### src/rtl/smm_reloc_pkg.sv
package smm_reloc_pkg;

  localparam int unsigned WORD_W = 32;

  typedef logic [WORD_W-1:0] word_t;

  // handler start for a given base
  function automatic word_t fn_handler(input word_t base, input word_t entry_ofs);
    return base + entry_ofs;
  endfunction

  // highest save-area address (save grows downward from here)
  function automatic word_t fn_save_top(input word_t base, input word_t entry_ofs,
                                        input word_t span);
    return base + entry_ofs + span;
  endfunction

  // location of the base slot inside the save area
  function automatic word_t fn_slot(input word_t base, input word_t entry_ofs,
                                    input word_t slot_ofs);
    return base + entry_ofs + slot_ofs;
  endfunction

  // true when the low 'bits' bits of v are all zero
  function automatic logic fn_aligned(input word_t v, input int unsigned bits);
    word_t mask;
    mask = ~({WORD_W{1'b1}} << bits);
    return (v & mask) == '0;
  endfunction

endpackage

### src/rtl/smm_reloc_ctrl.sv
module smm_reloc_ctrl (
  input  logic clk,
  input  logic rst_n,
  input  logic smi_req,
  input  logic rsm_req,
  input  logic word_ok,
  output logic smi_accept,
  output logic rsm_accept,
  output logic rsm_reject,
  output logic in_smm,
  output logic shutdown
);

  logic in_smm_q;
  logic shut_q;
  logic rsm_live;

  assign smi_accept = smi_req && !in_smm_q && !shut_q;
  assign rsm_live   = rsm_req && in_smm_q && !shut_q;
  assign rsm_accept = rsm_live && word_ok;
  assign rsm_reject = rsm_live && !word_ok;

  always_ff @(posedge clk) begin
    if (!rst_n) begin
      in_smm_q <= 1'b0;
      shut_q   <= 1'b0;
    end else begin
      if (smi_accept) in_smm_q <= 1'b1;
      else if (rsm_accept) in_smm_q <= 1'b0;
      if (rsm_reject) shut_q <= 1'b1;
    end
  end

  assign in_smm   = in_smm_q;
  assign shutdown = shut_q;

endmodule

### src/rtl/smm_base_reg.sv
module smm_base_reg
  import smm_reloc_pkg::*;
#(
  parameter word_t       RESET_BASE = 32'h0003_0000,
  parameter int unsigned ALIGN_BITS = 15
) (
  input  logic  clk,
  input  logic  rst_n,
  input  logic  load,
  input  word_t cand,
  output logic  cand_ok,
  output word_t base
);

  word_t base_q;

  assign cand_ok = fn_aligned(cand, ALIGN_BITS);

  always_ff @(posedge clk) begin
    if (!rst_n)    base_q <= RESET_BASE;
    else if (load) base_q <= cand;
  end

  assign base = base_q;

endmodule

### src/rtl/smm_addr_gen.sv
module smm_addr_gen
  import smm_reloc_pkg::*;
#(
  parameter word_t ENTRY_OFS = 32'h0000_8000,
  parameter word_t SAVE_SPAN = 32'h0000_7FFF,
  parameter word_t SLOT_OFS  = 32'h0000_7EF8
) (
  input  logic  clk,
  input  logic  rst_n,
  input  logic  fire,
  input  word_t base,
  output logic  pulse,
  output word_t handler,
  output word_t save_top,
  output word_t slot_addr,
  output word_t slot_data
);

  logic  pulse_q;
  word_t handler_q, top_q, slot_q, data_q;

  always_ff @(posedge clk) begin
    if (!rst_n) begin
      pulse_q   <= 1'b0;
      handler_q <= '0;
      top_q     <= '0;
      slot_q    <= '0;
      data_q    <= '0;
    end else begin
      pulse_q <= fire;
      if (fire) begin
        handler_q <= fn_handler(base, ENTRY_OFS);
        top_q     <= fn_save_top(base, ENTRY_OFS, SAVE_SPAN);
        slot_q    <= fn_slot(base, ENTRY_OFS, SLOT_OFS);
        data_q    <= base;
      end
    end
  end

  assign pulse     = pulse_q;
  assign handler   = handler_q;
  assign save_top  = top_q;
  assign slot_addr = slot_q;
  assign slot_data = data_q;

endmodule

### src/rtl/smm_reloc_unit.sv
module smm_reloc_unit
  import smm_reloc_pkg::*;
#(
  parameter logic [31:0] RESET_BASE = 32'h0003_0000,
  parameter logic [31:0] ENTRY_OFS  = 32'h0000_8000,
  parameter logic [31:0] SAVE_SPAN  = 32'h0000_7FFF,
  parameter logic [31:0] SLOT_OFS   = 32'h0000_7EF8,
  parameter int unsigned ALIGN_BITS = 15,
  parameter logic [31:0] REV_BASE   = 32'h0000_0000
) (
  input  logic        clk,
  input  logic        rst_n,
  input  logic        smi_req,
  input  logic        rsm_req,
  input  logic [31:0] resume_data,
  output logic        smi_entered,
  output logic [31:0] handler_addr,
  output logic [31:0] save_top_addr,
  output logic [31:0] base_slot_addr,
  output logic [31:0] base_slot_data,
  output logic [31:0] base_out,
  output logic        in_smm,
  output logic        shutdown,
  output logic [31:0] rev_id
);

  localparam int unsigned RELOC_BIT = 17;
  localparam word_t REV_WORD = REV_BASE | (word_t'(1) << RELOC_BIT);

  // named internal events, observed by the bound checker
  logic  smi_accept;
  logic  rsm_accept;
  logic  rsm_reject;
  logic  word_ok;
  word_t base_q;

  smm_reloc_ctrl u_ctrl (
    .clk        (clk),
    .rst_n      (rst_n),
    .smi_req    (smi_req),
    .rsm_req    (rsm_req),
    .word_ok    (word_ok),
    .smi_accept (smi_accept),
    .rsm_accept (rsm_accept),
    .rsm_reject (rsm_reject),
    .in_smm     (in_smm),
    .shutdown   (shutdown)
  );

  smm_base_reg #(
    .RESET_BASE (RESET_BASE),
    .ALIGN_BITS (ALIGN_BITS)
  ) u_base (
    .clk     (clk),
    .rst_n   (rst_n),
    .load    (rsm_accept),
    .cand    (resume_data),
    .cand_ok (word_ok),
    .base    (base_q)
  );

  smm_addr_gen #(
    .ENTRY_OFS (ENTRY_OFS),
    .SAVE_SPAN (SAVE_SPAN),
    .SLOT_OFS  (SLOT_OFS)
  ) u_addr (
    .clk       (clk),
    .rst_n     (rst_n),
    .fire      (smi_accept),
    .base      (base_q),
    .pulse     (smi_entered),
    .handler   (handler_addr),
    .save_top  (save_top_addr),
    .slot_addr (base_slot_addr),
    .slot_data (base_slot_data)
  );

  assign base_out = base_q;
  assign rev_id   = REV_WORD;

endmodule

### config.mk
export PLATFORM = sky130hd
export DESIGN_NAME = smm_reloc_unit
export DESIGN_NICKNAME = d
export VERILOG_FILES = /design/src/rtl/smm_reloc_pkg.sv /design/src/rtl/smm_reloc_ctrl.sv /design/src/rtl/smm_base_reg.sv /design/src/rtl/smm_addr_gen.sv /design/src/rtl/smm_reloc_unit.sv
export SDC_FILE = /design/constraint.sdc
export NUM_CORES = 1
export LEC_CHECK = 0
export BUFFER_PORTS_ARGS = -buffer_cell sky130_fd_sc_hd__buf_2
export CAP_MARGIN = 0
export CELL_PAD_IN_SITES_DETAIL_PLACEMENT = 1
export CELL_PAD_IN_SITES_GLOBAL_PLACEMENT = 2
export CORE_UTILIZATION = 30
export CTS_CLUSTER_SIZE = 8
export DETAILED_ROUTE_END_ITERATION = 12
export PLACE_DENSITY_LB_ADDON = 0.1
export SLEW_MARGIN = 20
export SYNTH_ARGS = -nofsm -noshare
export SYNTH_HDL_FRONTEND = slang
export SYNTH_SLANG_ARGS = --single-unit
### constraint.sdc
create_clock -name clk -period 5.4 [get_ports clk]
set_input_delay 0.27 -clock clk [delete_from_list [all_inputs] [get_ports clk]]
set_output_delay 0.27 -clock clk [all_outputs]
set_load 0.01 [all_outputs]
== After elaboration in Yosys (flattened, before gate mapping) ==
Index checks and enable logic that the tools add are counted.

* Input bits: 36
* Output and inout port bits: 195
* Memory bits (writable): 0
* Bits in latches: 0
* Memories: 0
* Memory bits (read-only): 0
* Register bits after elaboration: 163
* Logic and storage cells: 24

* Eq/ne operators: 0
* Reductions and logical operators: 11
* Divide/modulo/power cells: 0
* Muxes and demuxes: 2
* Magnitude comparators: 0
* Multipliers: 0
* Bitwise logic cells: 0
* Shifts and indexed selects: 0
* Add/subtract/negate cells: 3

{| class="wikitable"
|+ Operators by type and width
! operator !! count
|-
| adder 32 x 15 -> 32 bit, second input constant || 2
|-
| adder 32 x 16 -> 32 bit, second input constant || 1
|-
| zero test 32 bit || 1
|-
| logical AND 1 bit || 6
|-
| zero test 1 bit || 3
|-
| two-way mux 1 bit || 2
|-
| nonzero test 2 bit || 1
|}

== Logic depth before layout (Yosys ltp) ==
Gate-level depths: netlist (run 1).

* Word-level depth: 5
* Depth in mapped cells: 11
* Mapped depth without buffers: 9

== Modules after synthesis ==
Synthesis (run 1) repeated with hierarchy kept, for this count alone.

* Cells, all modules: 779
* Area, all modules: 7200.7 um^2

{| class="wikitable"
|+ Modules (own cells, without submodules)
! module !! seq. area each (um^2) !! area each (um^2) !! cells an instance !! instances
|-
| smm_addr_gen || 2222.1 || 5582.9 || 626 || 1
|-
| smm_base_reg || 640.6 || 1271.2 || 108 || 1
|-
| smm_reloc_unit || 0.0 || 247.7 || 34 || 1
|-
| smm_reloc_ctrl || 40.0 || 98.8 || 11 || 1
|}

== Worst setup path after synthesis (run 1) ==
OpenSTA, ideal clock, no wires.

* Path type: reg2reg
* Start point: register u_base.base_q[15], in the netlist u_base.base[15]
* End point: register u_addr.top_q[22], in the netlist u_addr.save_top[22]
* Arrival: 2.244 ns
* Stages on the path, launching flop included: 11
* Setup slack: 3.086 ns
* Period minus slack after synthesis: 2.314 ns
* Library setup time: 0.071 ns
* Path buffers: 2
* Required time: 5.329 ns
* Path through: dfxtp_1 > buf_2 > clkbuf_1 > inv_1 > ha_1 > nor2_1 > o211a_1 > nor2b_1 > xnor2_1 > nand2_1 > a21oi_1

* Word-level cells in the longest chain between the ends: 2

{| class="wikitable"
|+ RTL lines
! what !! RTL line !! RTL
|-
| start: declaration || smm_base_reg.sv:15 || <nowiki>word_t base_q;</nowiki>
|-
| start signal: assignment || smm_base_reg.sv:21 || <nowiki>else if (load) base_q <= cand;</nowiki>
|-
| adder 32 x 16 -> 32 bit || smm_reloc_pkg.sv:15 || <nowiki>return base + entry_ofs + span;</nowiki>
|-
| adder 32 x 15 -> 32 bit || smm_reloc_pkg.sv:15 ||
|-
| end signal: assignment || smm_addr_gen.sv:33 || <nowiki>top_q <= fn_save_top(base, ENTRY_OFS, SAVE_SPAN);</nowiki>
|-
| end: declaration || smm_addr_gen.sv:20 || <nowiki>word_t handler_q, top_q, slot_q, data_q;</nowiki>
|}

Every way passes these cells.
A chain may end at the register's enable or synchronous reset.

== Worst setup path in the final report (run 1) ==
* Start point: register u_base.base_q[15], in the netlist u_base.base[15]
* End point: register u_addr.slot_q[31], in the netlist u_addr.slot_addr[31]

* Word-level cells in the longest chain between the ends: 2

{| class="wikitable"
|+ RTL lines
! what !! RTL line !! RTL
|-
| adder 32 x 16 -> 32 bit || smm_reloc_pkg.sv:21 || <nowiki>return base + entry_ofs + slot_ofs;</nowiki>
|-
| adder 32 x 15 -> 32 bit || smm_reloc_pkg.sv:21 ||
|-
| end signal: assignment || smm_addr_gen.sv:34 || <nowiki>slot_q <= fn_slot(base, ENTRY_OFS, SLOT_OFS);</nowiki>
|-
| end: declaration || smm_addr_gen.sv:20 ||
|}

Every way passes these cells.

==> results.json, run 1 <==
{
  "hold_buffers": 0,
  "synth_compound_area_share_pct": 14.9,
  "dp_slack_ns": 1.87,
  "final_cell_mix": "buf_2 (198), nand2_1 (166), dfxtp_1 (145)",
  "dr_total_vias": 6295,
  "cts_sinks": 145,
  "wire_per_inst_um": 17.7,
  "end_kind": "register",
  "crit_fanout": 19,
  "cp-start-kind": "register",
  "hold_viol": 0,
  "die_w_um": 155,
  "rows": 55,
  "slew_headroom_pct": 33.7,
  "fin_tns_setup_ns": 0,
  "grt_pass1_vias": 5977,
  "grtUsageMet2_pct": 33.4,
  "max_clock_freq_ghz": 0.276,
  "synth_top_family_by_area": "simple AND/OR/NAND/NOR gates",
  "finalWorstSetupSlack_ns": 1.77,
  "drive_above_1_share_pct": 25.0,
  "numPortBuffers": 198,
  "postLayoutCoreUtil_pct": 37.2,
  "pwr_density_cell_nw_per_um2": 313,
  "globalplace.congestion": 0.784,
  "n_antenna_cell": 0,
  "ys.flop_type": "dfxtp_1",
  "grt_setup_unrepaired": "no",
  "drt_first_pass_iters": 4,
  "yosysUniqueCellTypes": 59,
  "synth_edf_count": 0,
  "tightest_slew_ns": 0.995,
  "ant_nets": 0,
  "initial_core_util_pct": 30.8,
  "path_class": "register to register",
  "cts_buffer_depth": 2,
  "cts_tree": "built",
  "wl_um": 23100,
  "syn-mean-instance-area_sq_um": 7.99,
  "grt_antenna_before_repair": 1,
  "ctsRootBufferMaster": "clkbuf_16",
  "dp_hpwl_um": 16100,
  "crit_top_cell": "nand3_1",
  "syn_to_final_growth_pct": 21.0,
  "coreArea_sq_um": 22700,
  "muxShareOfSynthArea_pct": 0.860,
  "htree_num_levels": 4,
  "hold_path_class": "input port to register",
  "drt_iter0_drc": 254,
  "met1_usage_pct": 25.4,
  "die_y_um": 155,
  "status": "finished, final reports clean",
  "async_flop_share_pct": 0,
  "top_usage_layer": "met2",
  "synthAdderAreaFrac_pct": 0.896,
  "nets": 1048,
  "clk_pin_slew_worst_paths_ns": 0.07,
  "required_ns": 5.70,
  "rr_startpoint": "u_base.base[15]$_SDFFE_PN0P_",
  "setup_violations": 0,
  "worstHoldStart": "resume_data[16]",
  "final_common_cell": "buf_2",
  "path_cells": "ha_1 > nand3_1 > nor4b_1 > nor3_1 > nor2_1 > nand3_1 > a32oi_1 > o311ai_1",
  "seqCellArea_sq_um": 2900,
  "grt_pass1_wl_um": 36200,
  "cts_buffers": 17,
  "critical-path-max-stage-delay_ns": 0.74,
  "viasPerCell": 4.83,
  "die_area_sq_um": 23900,
  "io_pins": 231,
  "grt_usage_pct": 19.7,
  "p_leak_nw": 3.76,
  "gr-usage-met3_pct": 3.61,
  "yosysWarnings": 0,
  "hold_slack_ns": 0.0690,
  "syn_area_sq_um": 6980,
  "maxSlewViolCount": 0,
  "ys_seq_area_share_pct": 41.6,
  "filler_cell_count": 2793,
  "postCtsSetupBuffers": 0,
  "grt_max_degree": 80,
  "synth_seq_cells": 145,
  "grt-ovfl-total": 0,
  "fin_crit_sh_pct": 67.2,
  "ff2ff_setup_slack_ns": 1.77,
  "drc": 0,
  "multiInputGateArea_sq_um": 3490,
  "synth_xor_xnor_area_share_pct": 6.27,
  "min_period_ns": 3.63,
  "ctsResizeCount": 0,
  "synthesis.instances": 874,
  "clock_latency_ns": 0.43,
  "synthSimpleGateAreaFrac_pct": 25.2,
  "ir_worst_vdd_mv": 0.185,
  "cp.arrival_ns": 3.93,
  "cp-startpoint": "u_base.base[15]$_SDFFE_PN0P_",
  "skew_ns": 0.0142,
  "slowest_stage": "dfxtp_1",
  "maxCapViolations": 0
}
sequential cells by signal, summed over array words and instances (netlist names):
name              cells
u_addr.handler       17
u_base.base          32
u_addr.save_top      32
u_addr.slot_data     32
u_ctrl.shutdown       1
u_ctrl.in_smm         1
u_addr.pulse          1
u_addr.slot_addr     29
worst paths after layout:
| path | depth (start not counted) | endpoint |
|---|---|---|
| max | 8 | u_addr.slot_addr[31]$_SDFFE_PN0P_ |
| min | 3 | u_base.base[16]$_SDFFE_PN1P_ |
| max reg2reg | 8 | u_addr.slot_addr[31]$_SDFFE_PN0P_ |
| min reg2reg | 2 | u_addr.slot_addr[9]$_SDFFE_PN0P_ |
per-layer routing:
metal | up-vias | part of all wire [%] | wire [um]
met2 | 146 | 49 | 11300
met4 | 0 | 1.3 | 295
met1 | 2968 | 46 | 10600
li1 | 3162 | - | -
met5 | - | 0 | 0
met3 | 19 | 3.7 | 844
metrics by stage:
stage          cells  total power, mW  cell area [sq um]
4_1_cts         1304             2.68               8450
5_1_grt         1304             2.76               8450
3_3_place_gp    1273             1.39               7830
6_report        1304             2.64               8450
3_5_place_dp    1273             1.40               7830
2_1_floorplan    904             1.31               7100
synthesized netlist by cell type (6+ instances only):
library cell    n  area share, %
buf_4          54            5.8
a211oi_1       33            3.5
a21oi_1        81            5.8
nand2_1       167            9.0
a311oi_1        6           0.75
buf_2          13           0.93
nor2_1         72            3.9
o21ai_0        12           0.86
inv_1          12           0.64
nand4_1        10           0.90
nor4_1         11           0.99
clkbuf_1       51            2.7
xor2_1         11            1.4
nor3_1         25            1.8
and3_1         19            1.7
xnor2_1        39            4.9
mux2i_1         6           0.86
dfxtp_1       145             42
nand3_1        24            1.7
nor2b_1         6           0.54
critical path: cells and delay by family, from the launching register on:
family / cells / cell delay (ns)
AOI/OAI and AO/OA: 2 / 0.40
adders and majority gates: 1 / 0.57
DFF: 1 / 0.74
and+or+nand+nor: 5 / 1.80
kinds of logic (layout without fill, tap and decap cells):
| group | after synthesis | count (layout) |
|---|---|---|
| DFF | 145 | 145 |
| adders and majority gates | 5 | 5 |
| muxes | 6 | 6 |
| and+or+nand+nor | 370 | 370 |
| AOI/OAI and AO/OA | 164 | 164 |
| other | 2 | 32 |
| xor gates and xnor gates | 50 | 50 |
| buffers and inverters | 132 | 247 |
power breakdown:
part | total (mW) | switching [mW] | internal (mW)
registers | 1.13 | 0.0209 | 1.11
clock network | 1.28 | 0.494 | 0.784
logic | 0.233 | 0.164 | 0.0696
total | 2.64 | 0.679 | 1.96
area by class of cell:
class	instances	share of cell area, %
multi-input combinational	627	41.3
sequential	145	34.3
timing repair buffer	203	12.2
clock buffer	18	5.20
tap	285	4.22
clock inverter	13	2.19
inverter	13	0.607
(Power assumes the default switching activity.)
==> run 2: changes to the inputs <==
- CORE_UTILIZATION: 30 -> 28
- clock period: 5.4 -> 3.45 ns (I/O delays scaled with it)
==> run 2 against run 1 <==
Effect of this change: clock skew is 0.00091 ns higher; sequential power is 57% higher; utilization is 1.4 points lower; sequential share of layout area is 1.2 points lower; sequential cell count stayed put; clock-buffer cell count is 4 higher; combinational power is 67% higher; clock power is 49% higher; critical path type unchanged.
==> results.json, run 2 (synthesis gave the netlist of run 1 again) <==
{
  "wire_per_inst_um": 17.1,
  "required_ns": 3.77,
  "gr-usage-met3_pct": 3.12,
  "maxCapViolations": 0,
  "seq_power_share_pct": 43.6,
  "r2r-end": "u_addr.save_top[27]$_SDFFE_PN0P_",
  "path_buf_inv": 0,
  "hold_depth": 3,
  "skew_ns": 0.0151,
  "place_inst": 1325,
  "dp_slack_ns": 0.802,
  "cts_buffer_depth": 2,
  "grt_setup_unrepaired": "no",
  "fin_crit_sh_pct": 79.6,
  "clock_latency_ns": 0.42,
  "n_antenna_cell": 0,
  "final_common_cell": "buf_2",
  "status": "finished, final reports clean",
  "critical-path-max-stage-delay_ns": 0.70,
  "drive_above_1_share_pct": 25.3,
  "top_usage_layer": "met2",
  "fin_tns_setup_ns": 0,
  "end_kind": "register",
  "clk_pin_slew_worst_paths_ns": 0.06,
  "p_comb_share_pct": 9.6,
  "slowest_stage": "xnor2_1",
  "viasPerCell": 4.70,
  "globalplace.congestion": 0.809,
  "syn_to_final_growth_pct": 25.2,
  "dp_hpwl_um": 16600,
  "wl_um": 23400,
  "max_clock_freq_ghz": 0.364,
  "grtUsageMet2_pct": 31.5,
  "ctsRootBufferMaster": "clkbuf_16",
  "switching_share_pct": 25.3,
  "setup_violations": 0,
  "tightest_slew_ns": 0.812,
  "rr_startpoint": "u_base.base[15]$_SDFFE_PN0P_",
  "dr_total_vias": 6437,
  "initial_core_util_pct": 28.6,
  "path_cells": "ha_1 > nand3_1 > xnor2_1 > nor4b_1 > nand3_1 > a211oi_1",
  "hold_path_class": "input port to register",
  "die_area_sq_um": 25600,
  "maxSlewViolCount": 0,
  "dpl-instance-area_sq_um": 8000,
  "rows": 57,
  "crit_family": "simple AND/OR/NAND/NOR gates",
  "pwr_density_cell_nw_per_um2": 465,
  "min_period_ns": 2.75,
  "ir_worst_vdd_mv": 0.235,
  "die_w_um": 160,
  "met1_usage_pct": 23.7,
  "slew_headroom_pct": 45.9,
  "p_int_mw": 3.04,
  "drc": 0,
  "postCtsSetupBuffers": 0,
  "crit_top_cell": "nand3_1",
  "p_leak_nw": 3.89,
  "worstHoldStart": "resume_data[15]",
  "power_switching_mw": 1.03,
  "htree_num_levels": 4,
  "cp-start-kind": "register",
  "grt_pass1_wl_um": 37000,
  "hold_viol": 0,
  "grt_antenna_before_repair": 0,
  "ff2ff_setup_slack_ns": 0.70,
  "nets": 1076,
  "die_y_um": 160,
  "path_class": "register to register",
  "ant_nets": 0,
  "cts_buffers": 17,
  "drt_iter0_drc": 286,
  "min_to": "u_base.base[15]$_SDFFE_PN0P_",
  "cts_sinks": 145,
  "numPortBuffers": 198,
  "rr_worst_depth": 6,
  "drt_first_pass_iters": 4,
  "io_pins": 231,
  "grt_usage_pct": 18.5,
  "final_cell_mix": "buf_2 (198), nand2_1 (166), dfxtp_1 (145)",
  "coreArea_sq_um": 24400,
  "power_frac_clock_pct": 46.9,
  "cts_tree": "built",
  "grt-ovfl-total": 0,
  "crit_fanout": 9,
  "cp.arrival_ns": 3.06,
  "grt_pass1_vias": 6337,
  "design_area_sq_um": 8750,
  "finalWorstSetupSlack_ns": 0.705,
  "grt_max_degree": 105,
  "stdcell_count": 1371
}
-- run 2: repair_timing --
| action | CTS | global route |
|---|---|---|
| hold buffers | 15 | 0 |
| gates resized for setup | 0 | 0 |
| endpoints found under the hold margin | 15 | 0 |
-- run 2: worst max path at each step --
stage | startpoint | endpoint | slack, ns | cells past startpoint
3_3_place_gp | u_base.base[15]$_SDFFE_PN0P_ | u_addr.slot_addr[27]$_SDFFE_PN0P_ | 0.77 | 6
5_1_grt | u_base.base[15]$_SDFFE_PN0P_ | u_addr.save_top[27]$_SDFFE_PN0P_ | 0.47 | 6
2_1_floorplan | u_base.base[15]$_SDFFE_PN0P_ | u_addr.save_top[22]$_SDFFE_PN0P_ | 1.14 | 10
3_5_place_dp | u_base.base[15]$_SDFFE_PN0P_ | u_addr.slot_addr[31]$_SDFFE_PN0P_ | 0.80 | 8
4_1_cts | u_base.base[15]$_SDFFE_PN0P_ | u_addr.save_top[27]$_SDFFE_PN0P_ | 0.74 | 6
6_report | u_base.base[15]$_SDFFE_PN0P_ | u_addr.save_top[27]$_SDFFE_PN0P_ | 0.70 | 6
-- run 2: area by class of cell --
class	count	area, sq um
flip-flops and latches	145	2900
inverters	13	51.3
clock buffers	22	464
multi-input cells	627	3490
well taps	324	405
clock inverters	9	133
repair buffers	231	1300
fillers	3061	15600
-- run 2: power by group through the flow --
stage	clock [mW]	combinational (mW)	sequential [mW]
floorplan	0	0.218	1.84
global placement	0	0.385	1.81
detailed placement	0	0.386	1.81
CTS	1.96	0.400	1.77
global route	2.03	0.435	1.78
finish	1.91	0.389	1.77
-- run 2: stage by stage --
| stage | util, % | hold slack, ns | power [mW] |
|---|---|---|---|
| 2_1_floorplan | - | 0.297 | 2.06 |
| 3_3_place_gp | 32.8 | 0.397 | 2.19 |
| 3_5_place_dp | 32.8 | 0.393 | 2.20 |
| 4_1_cts | 35.9 | 0.0244 | 4.13 |
| 5_1_grt | 35.9 | 0.0297 | 4.24 |
| 6_report | 35.9 | 0.0367 | 4.07 |
-- run 2: layer usage --
layer  routed length [um]  share of wire, %
met5                    0                 0
met2                11500                49
met1                10800                46
met4                  399               1.7
met3                  742               3.2
-- run 2: tightest hold or removal path, stage by stage --
cell and delay (ns):
buf_2 0.10, nand2_1 0.06, a21oi_1 0.06
==> run 3: changes to the inputs <==
- ABC_AREA: unset -> 1
- CORE_UTILIZATION: 28 -> 27
- clock period: 3.45 -> 2.8 ns (I/O delays scaled with it)
==> run 3 against run 2 <==
Effect of this change: cell count is 14% higher; design area is 2.3% higher; via count is 12% higher; area after synthesis is 2.2% higher; wire length is 9.0% higher.
==> results.json, run 3 <==
{
  "endpoint": "u_addr.slot_addr[17]$_SDFFE_PN0P_",
  "hold_path_class": "input port to register",
  "ctsResizeCount": 0,
  "syn_to_final_growth_pct": 25.4,
  "clk_pin_slew_worst_paths_ns": 0.07,
  "hold_buffers": 11,
  "nets": 1255,
  "grt-ovfl-total": 0,
  "io_pins": 231,
  "cts_buffers": 17,
  "design_area_sq_um": 8950,
  "drt_iter0_drc": 278,
  "grt_pass1_vias": 7105,
  "htree_num_levels": 4,
  "synthMostInstantiatedCell": "nand2_1",
  "ys.flop_type": "dfxtp_1",
  "die_w_um": 165,
  "seqCellArea_sq_um": 2900,
  "n_antenna_cell": 0,
  "synth_seq_cells": 145,
  "globalplace.congestion": 0.767,
  "fin_tns_setup_ns": 0,
  "viasPerCell": 4.60,
  "yosysTopAreaCellShare_pct": 40.7,
  "pwr_density_cell_nw_per_um2": 580,
  "path_cells": "clkinv_1 > ha_1 > nand2_1 > nor2_1 > nand2_1 > nand2_1 > nand2_2 > inv_1 > nor2_1 > nor2_1 > o21ai_0 > a21oi_1",
  "grt_max_degree": 100,
  "fin_crit_sh_pct": 88.3,
  "max_clock_freq_ghz": 0.405,
  "drt_first_pass_iters": 4,
  "required_ns": 3.09,
  "slew_headroom_pct": 61.2,
  "critical-path-max-stage-delay_ns": 0.33,
  "postCtsSetupBuffers": 0,
  "cp-start-kind": "register",
  "end_kind": "register",
  "grt_antenna_before_repair": 0,
  "yosysWarnings": 0,
  "clock_latency_ns": 0.43,
  "cp.depth": 12,
  "ys_seq_area_share_pct": 40.7,
  "crit_fanout": 8,
  "cts_buffer_depth": 2,
  "rr_startpoint": "u_base.base[3]$_SDFFE_PN0P_",
  "min_period_ns": 2.47,
  "synth_common_cells": "nand2_1 (225), dfxtp_1 (145), inv_1 (117), nor2_1 (103), o21ai_0 (86)",
  "die_y_um": 165,
  "maxSlewViolCount": 0,
  "syn-mean-instance-area_sq_um": 6.91,
  "cts_sinks": 145,
  "yosys.area.top_type": "dfxtp_1",
  "synth_edf_count": 0,
  "die_area_sq_um": 27100,
  "cts_tree": "built",
  "grt_pass1_wl_um": 39700,
  "r2r-end": "u_addr.slot_addr[17]$_SDFFE_PN0P_",
  "hold_viol": 0,
  "maxCapViolations": 0,
  "synth.area.top_cells": "dfxtp_1 (41%), nand2_1 (12%), inv_1 (6.2%)",
  "path_class": "register to register",
  "multiInputGateArea_sq_um": 3350,
  "wl_um": 25500,
  "p_leak_nw": 4.53,
  "path_buf_inv": 2,
  "ff2ff_setup_slack_ns": 0.33,
  "grt_setup_unrepaired": "no",
  "cp.arrival_ns": 2.76,
  "cp-startpoint": "u_base.base[3]$_SDFFE_PN0P_",
  "drc": 0,
  "skew_ns": 0.0131,
  "final_cell_mix": "nand2_1 (225), buf_2 (198), dfxtp_1 (145)",
  "slowest_stage": "dfxtp_1",
  "syn_area_sq_um": 7140,
  "setup_violations": 0,
  "wire_per_inst_um": 16.3,
  "rr_worst_depth": 12,
  "filler_cell_count": 3312,
  "rows": 59,
  "grt_usage_pct": 19.3,
  "status": "finished, final reports clean",
  "dpl-instance-area_sq_um": 8240,
  "initial_core_util_pct": 27.5,
  "ant_nets": 0,
  "tightest_slew_ns": 0.582,
  "numPortBuffers": 198,
  "final_common_cell": "nand2_1",
  "yosysUniqueCellTypes": 41,
  "dr_total_vias": 7187,
  "async_flop_share_pct": 0,
  "drive_above_1_share_pct": 23.8,
  "ctsRootBufferMaster": "clkbuf_16",
  "dp_hpwl_um": 19000,
  "synthesis.instances": 1033,
  "crit_family": "simple AND/OR/NAND/NOR gates",
  "coreArea_sq_um": 26000,
  "ir_worst_vdd_mv": 0.219
}
-- run 3: cell type report --
type,instances,area share (%)
clock buffer,19,4.95
clock inverter,13,1.72
inverter,125,5.27
multi-input combinational,703,37.4
sequential,145,32.4
tap,335,4.68
timing repair buffer,222,13.5
-- run 3: worst min path at each step --
| stage | startpoint | end | slack [ns] | depth (start not counted) |
|---|---|---|---|---|
| floorplan | resume_data[16] | u_base.base[16]$_SDFFE_PN1P_ | 0.25 | 2 |
| global placement | resume_data[16] | u_base.base[16]$_SDFFE_PN1P_ | 0.36 | 3 |
| detailed placement | resume_data[16] | u_base.base[16]$_SDFFE_PN1P_ | 0.37 | 3 |
| CTS | resume_data[26] | u_base.base[26]$_SDFFE_PN0P_ | 0.003 | 3 |
| global route | resume_data[18] | u_base.base[18]$_SDFFE_PN0P_ | 0.01 | 3 |
| finish | resume_data[18] | u_base.base[18]$_SDFFE_PN0P_ | 0.02 | 3 |
-- run 3: worst min-delay path, cell delays in order --
cell and delay, ns:
buf_2 0.08, o21ai_0 0.08, a21oi_1 0.11
-- run 3: routing by layer --
| layer | GRT usage, % | part of all wire, % | vias up | wire length (um) |
|---|---|---|---|---|
| li1 | - | - | 3614 | - |
| met2 | 33.8 | 49 | 138 | 12600 |
| met5 | 0 | 0 | - | 0 |
| met1 | 24.1 | 46 | 3416 | 11800 |
| met3 | 3.29 | 3.1 | 19 | 779 |
| met4 | 5.21 | 1.2 | 0 | 315 |
-- run 3: logic make-up (layout without fill, tap and decap cells) --
family                   after synthesis  count (layout)  synth area share (%)
AO/OA/AOI/OAI                        185             185                  14.0
XOR/XNOR                               2               2                 0.245
adder cells (fa/ha/maj)                5               5                 0.877
buffers and inverters                215             379                  14.1
flip-flops                           145             145                  40.7
other                                  2              32                 0.105
AND/OR/NAND/NOR                      479             479                  30.0
-- run 3: power breakdown --
group | internal, mW | switching [mW] | total [mW]
Sequential | 2.17 | 0.0604 | 2.23
Clock | 1.36 | 1.01 | 2.37
Combinational | 0.212 | 0.375 | 0.587
-- run 3: stage by stage --
| step | power (mW) | instances | utilization (%) | setup slack (ns) | hold WS, ns |
|---|---|---|---|---|---|
| 6_report | 5.19 | 1562 | 34.4 | 0.329 | 0.0219 |
| 5_1_grt | 5.42 | 1562 | 34.4 | 0.0479 | 0.0110 |
| 4_1_cts | 5.27 | 1562 | 34.4 | 0.338 | 0.00333 |
| 3_5_place_dp | 2.86 | 1519 | 31.7 | 0.379 | 0.367 |
| 3_3_place_gp | 2.86 | 1519 | 31.7 | 0.431 | 0.364 |
| 2_1_floorplan | 2.67 | 1063 | - | 0.869 | 0.253 |
